$ cat src/rtl/annun_switch.sv
module annun_switch #(
  parameter logic [15:0] ANN_BASE  = 16'hC058,
  parameter logic [15:0] TRIG_ADDR = 16'hC07F,
  parameter int          N_ANN     = 4,
  parameter int          DW        = 8
) (
  input  logic             clk,
  input  logic             rst_n,
  input  logic [15:0]      bus_addr,
  input  logic             bus_rd,
  input  logic             bus_valid,
  output logic [N_ANN-1:0] ann,
  output logic             dres_mode,
  output logic             paddle_trig,
  output logic             rd_en,
  output logic [DW-1:0]    rd_data
);
  localparam int SELW = (N_ANN > 1) ? $clog2(N_ANN) : 1;
  localparam int TOP  = SELW + 1;

  logic               ann_hit, trig_hit;
  logic [SELW-1:0]    sel;
  logic [N_ANN-1:0]   ann_q;
  logic               dres_q, trig_q, rden_q;
  logic [DW-1:0]      rdata_q;

  assign ann_hit  = bus_valid && (bus_addr[15:TOP] == ANN_BASE[15:TOP]);
  assign trig_hit = bus_valid && (bus_addr == TRIG_ADDR);
  assign sel      = bus_addr[SELW:1];

  for (genvar i = 0; i < N_ANN; i++) begin : g_ann
    always_ff @(posedge clk) begin
      if (!rst_n)
        ann_q[i] <= 1'b0;
      else if (ann_hit && sel == SELW'(i))
        ann_q[i] <= bus_addr[0];
    end
  end

  always_ff @(posedge clk) begin
    if (!rst_n) begin
      dres_q  <= 1'b0;
      trig_q  <= 1'b0;
      rden_q  <= 1'b0;
      rdata_q <= '0;
    end else begin
      if (ann_hit && sel == SELW'(N_ANN - 1))
        dres_q <= ~bus_addr[0];
      trig_q  <= trig_hit;
      rden_q  <= bus_rd && (ann_hit || trig_hit);
      rdata_q <= (bus_rd && trig_hit) ? {dres_q, {(DW-1){1'b0}}} : '0;
    end
  end

  assign ann         = ann_q;
  assign dres_mode   = dres_q;
  assign paddle_trig = trig_q;
  assign rd_en       = rden_q;
  assign rd_data     = rdata_q;
endmodule

$ cat config.mk
export PLATFORM = sky130hd
export DESIGN_NAME = annun_switch
export DESIGN_NICKNAME = d
export VERILOG_FILES = /design/src/rtl/annun_switch.sv
export SDC_FILE = /design/constraint.sdc
export NUM_CORES = 1
export LEC_CHECK = 0
export ABC_AREA = 0
export BUFFER_PORTS_ARGS = -buffer_cell sky130_fd_sc_hd__buf_2
export CAP_MARGIN = 20
export CORE_MARGIN = 5
export CORE_UTILIZATION = 31
export DETAILED_ROUTE_END_ITERATION = 8
export PLACE_DENSITY = 0.78
export SLEW_MARGIN = 20
export SYNTH_ARGS = -nofsm -noshare
export SYNTH_HDL_FRONTEND = slang
export SYNTH_SLANG_ARGS = --single-unit
export TNS_END_PERCENT = 100
$ cat constraint.sdc
create_clock -name clk -period 2.1 [get_ports clk]
set_input_delay 0.315 -clock clk [delete_from_list [all_inputs] [get_ports clk]]
set_output_delay 0.315 -clock clk [all_outputs]
set_load 0.02 [all_outputs]
Word-level counts from Yosys, hierarchy flattened
Index checks and enable logic that the tools add are counted.
{"block": "word_totals", "word_cells": 26, "in_bits": 20, "register_bits": 15, "out_inout_bits": 15}
{"block": "classes", "n_bitwise": 1, "n_eq_ne": 5, "n_reduce_logical": 11}
{"op": "equality test 16 bit (second input constant)", "count": 1}
{"op": "equality test 13 bit (second input constant)", "count": 1}
{"op": "logical AND 1 bit", "count": 8}
{"op": "equality test 2 bit (second input constant)", "count": 2}
{"op": "equality test 2 x 1 -> 1 bit (second input constant)", "count": 1}
{"op": "logical NOT 2 bit", "count": 1}
{"op": "AND reduction 2 bit", "count": 1}
{"op": "logical OR 1 bit", "count": 1}
{"op": "inverter 1 bit", "count": 1}

Longest topological paths before layout
{"block": "logic_depth", "depth_word": 4, "mapped_depth": 3, "depth_no_buf": 3}

Worst setup path after synthesis
Ideal clock, no wire load.
{"block": "synth_path", "path_kind": "in2reg", "start": "input port bus_addr[11]", "end": "register rden_q, in the netlist rd_en", "setup_ps": 79, "path_slack_ps": 445, "arrival_time_ps": 1576, "required_time_ps": 2021, "n_path_buf": 0, "stages": 3, "cell_sequence": "or4b_4 > or4_4 > a211oi_2"}
{"block": "synth_via", "elab_chain_len": 4, "word_cells_on_any_way": 6, "cone_classes": "2 x eq/ne; 4 x reduce/logical"}
{"item": "start: declaration", "line": "9", "text": "input logic [15:0] bus_addr,"}
{"item": "equality test 16 bit / equality test 13 bit (equally long branches)", "line": "28, 27"}
{"item": "logical AND 1 bit (on tied branches)", "line": "28, 27"}
{"item": "logical OR 1 bit (*)", "line": "50", "text": "rden_q <= bus_rd && (ann_hit || trig_hit);"}
{"item": "logical AND 1 bit (*)", "line": "50"}
{"item": "end signal: assignment", "line": "50"}
{"item": "end: declaration", "line": "24", "text": "logic dres_q, trig_q, rden_q;"}
Mark *: on every way between the ends. The rest lies on a longest branch, timed or not.
A chain may end at the register's enable or synchronous reset.

Worst setup path in the final report
Same ends and word-level chain as after synthesis.

==> summary.txt <==
Status
  • Run status: completed

STA
  • Clk_skew: 0.000190 ns
  • Post-layout min period: 1.56 ns
  • Final setup viols: 0
  • Final Slew Violations: 0
  • Final setup TNS: 0 ns
  • Fin. Hold Viols: 0
  • Period utilisation layout: 74.3%
  • Setup repair after global routing missed its margin: no
  • FMAX: 641 MHz

Logic synthesis
  • Post-Synth Adder-Cell Area: 0%
  • Synth Register Bits: 8
  • Yosys top cell area share: 36.0%
  • Average size of a mapped cell: 9.48 um2
  • Simple-gate share of the synthesized area: 36.5%
  • Register area share after synthesis: 36.0%
  • Area contributors post-synth: dfxtp_1, buf_4, mux2i_1
  • Synth Area in XOR/XNOR: 0%
  • Mux contribution to synthesized area: 11.2%
  • Count of cell types in the netlist: 17
  • Mapped Cells: 47
  • Synth Cell Area: 445 um2
  • Main combinational cell family by area after synthesis: simple AND/OR/NAND/NOR gates
  • Synth Area in Compound Gates: 2.81%
  • Post-synth top area cell: dfxtp_1
  • Yosys warns: 0

Worst setup path
  • Slowest-stage cell, CP: or4b_4
  • R2r setup slk: 1.51 ns
  • Crit start category: input port
  • Setup crit end kind: flop
  • Crit-path max FO: 5
  • Reg-to-Reg Start: dres_mode
  • FF-to-FF End: rd_data[7]
  • Worst EP arrival: 1.74 ns
  • CP required: 2.28 ns
  • R2R depth: 2
  • Max stage delay on crit path: 0.56 ns
  • CP cell instances: buf_2, or4b_4, or4_4, a211oi_2
  • Critical setup path kind: input port to flop

Worst hold path
  • WHS Path Cells: 3
  • Hold Path End: rd_en
  • HP Class: input port to flop
  • Min-Delay Startpoint: bus_rd

Routing
  • DRC Markers: 0
  • Via density: 4.63
  • 1st-iter DRT viols: 6
  • Routed via count: 426
  • Routed wire length: 992 um
  • Per-cell routed wire length: 10.8 um
  • DR pass1 iterations: 4
  • Antenna Nets Post-Route: 0

Placement
  • Port bufs: 27
  • Final GP Congestion: 0.708
  • Post-DP HPWL: 849 um

CTS
  • Clock-pin slew on the worst setup and hold paths: 0.06 ns
  • Num Clock Sinks: 8
  • Clk buf depth: 2
  • CTS tree: done
  • Worst skew pair latency: 0.25 ns
  • CTS root buf: clkbuf_4
  • CTS Buf Count: 3
  • # hold bufs at CTS: 0
  • Setup repair bufs after CTS: 0
  • H-Tree Level Count: 1
  • Post-cts resize count: 0

Pwr
  • Lkg Pwr: 0.000272 uW
  • PD cells: 523 nW/um2
  • Internal power: 236 uW
  • NetSw: 77.9 uW
  • Clk pwr share: 37.4%
  • Switching Fraction: 24.8%
  • VDD IR-drop max: 0.286 mV
  • Comb power frac: 14.2%
  • Sequential share of power: 48.5%

Die
  • Die ar.: 2290 um2
  • CORE AREA: 1330 um2
  • Die Wd: 47.9 um
  • Die Height: 47.9 um
  • I/O pins: 35
  • # rows: 13
  • Starting Density: 33.4%

Global routing
  • Initial antenna violation count: 0
  • Global-route wire length before repair: 1.60 mm
  • Pin count of the biggest net entering global routing: 9
  • Overflow after GRT: 0
  • Vias in the first global route: 400
  • GRT Total Usage: 10.4%

Flow run
  • Max-cap violations: 0

Final layout
  • Final core utilization: 44.9%
  • # diodes: 0
  • Area delta synth->final: 34.6%
  • # nets final: 99
  • Layout cell share with drive strength beyond 1: 48.1%
==> power groups by stage <==
stage               sequential, uW  combinational [uW]  clock (uW)
CTS                            152                44.2         124
finish                         152                44.4         117
global route                   152                50.0         131
floorplan                      155                30.8           0
global placement               155                43.1           0
detailed placement             155                44.2           0
==> Yosys cell counts <==
cell type / count
or4_1: 1
nand4_1: 2
inv_1: 1
conb_1: 1
a211oi_2: 1
nor2_1: 1
or4bb_1: 1
nor3_1: 1
nor4_1: 4
dfxtp_1: 8
nand2b_1: 2
or4b_4: 2
nand2_1: 7
or4b_2: 2
mux2i_1: 5
or4_4: 1
buf_4: 7
==> per-layer routing <==
layer / vias up / global-route usage [%] / wire (um)
met5: - / 0 / 0
met4: 0 / 6.45 / 12
met3: 2 / 6.39 / 146
met2: 21 / 15.6 / 442
met1: 182 / 10.9 / 390
li1: 221 / - / -
==> flip-flops by register name (all words and copies together), names as in the netlist <==
name and count:
paddle_trig 1, rd_data 1, ann 4, rd_en 1, dres_mode 1
==> metrics by stage <==
stage / instance area, um2 / total power (uW) / hold slack [ns] / worst slack (ns) / std cells
3_5_place_dp: 577 / 199 / 0.444 / 0.276 / 89
4_1_cts: 599 / 320 / 0.293 / 0.548 / 92
2_1_floorplan: 468 / 186 / 0.400 / 0.445 / 53
6_report: 599 / 313 / 0.300 / 0.539 / 92
3_3_place_gp: 577 / 198 / 0.447 / 0.325 / 89
5_1_grt: 599 / 332 / 0.302 / 0.543 / 92
==> worst max path at each step <==
stage                     cells past startpoint    end  slack (ns)    startpoint
final                                         4  rd_en        0.54  bus_addr[11]
after global routing                          4  rd_en        0.54  bus_addr[11]
after CTS                                     4  rd_en        0.55  bus_addr[11]
after detailed placement                      4  rd_en        0.28  bus_addr[11]
after global placement                        4  rd_en        0.32  bus_addr[11]
after floorplan                               3  rd_en        0.45  bus_addr[11]
==> layout make-up <==
cell class	instances	area (um2)
well taps	15	18.8
clock buffers	3	22.5
fillers	136	734
inverters	1	3.75
repair buffers	28	143
flip-flops and latches	8	160
multi-input cells	37	251
==> cell families (layout without fill, tap and decap cells) <==
logic type / count (synthesis) / in the layout
buf+inv: 8 / 32
simple gates: 24 / 24
other cells: 1 / 7
compound gates: 1 / 1
mux: 5 / 5
flops: 8 / 8
==> placed cells by master, fill, tap and decap left out <==
master	n
or4b_2	2
nor2_1	1
nand2b_1	2
or4_1	1
dfxtp_1	8
a211oi_2	1
or4bb_1	1
nand4_1	2
mux2i_1	5
nor3_1	1
or4_4	1
or4b_4	2
nand2_1	7
nor4_1	4
buf_2	27
conb_1	7
clkbuf_4	3
buf_4	1
inv_1	1
==> critical path, delay by kind of cell <==
family / cells / cell delay (ns)
simple gates: 2 / 1.11
compound gates: 1 / 0.21
buf+inv: 1 / 0.10
Power figures use the tool's default switching activity.
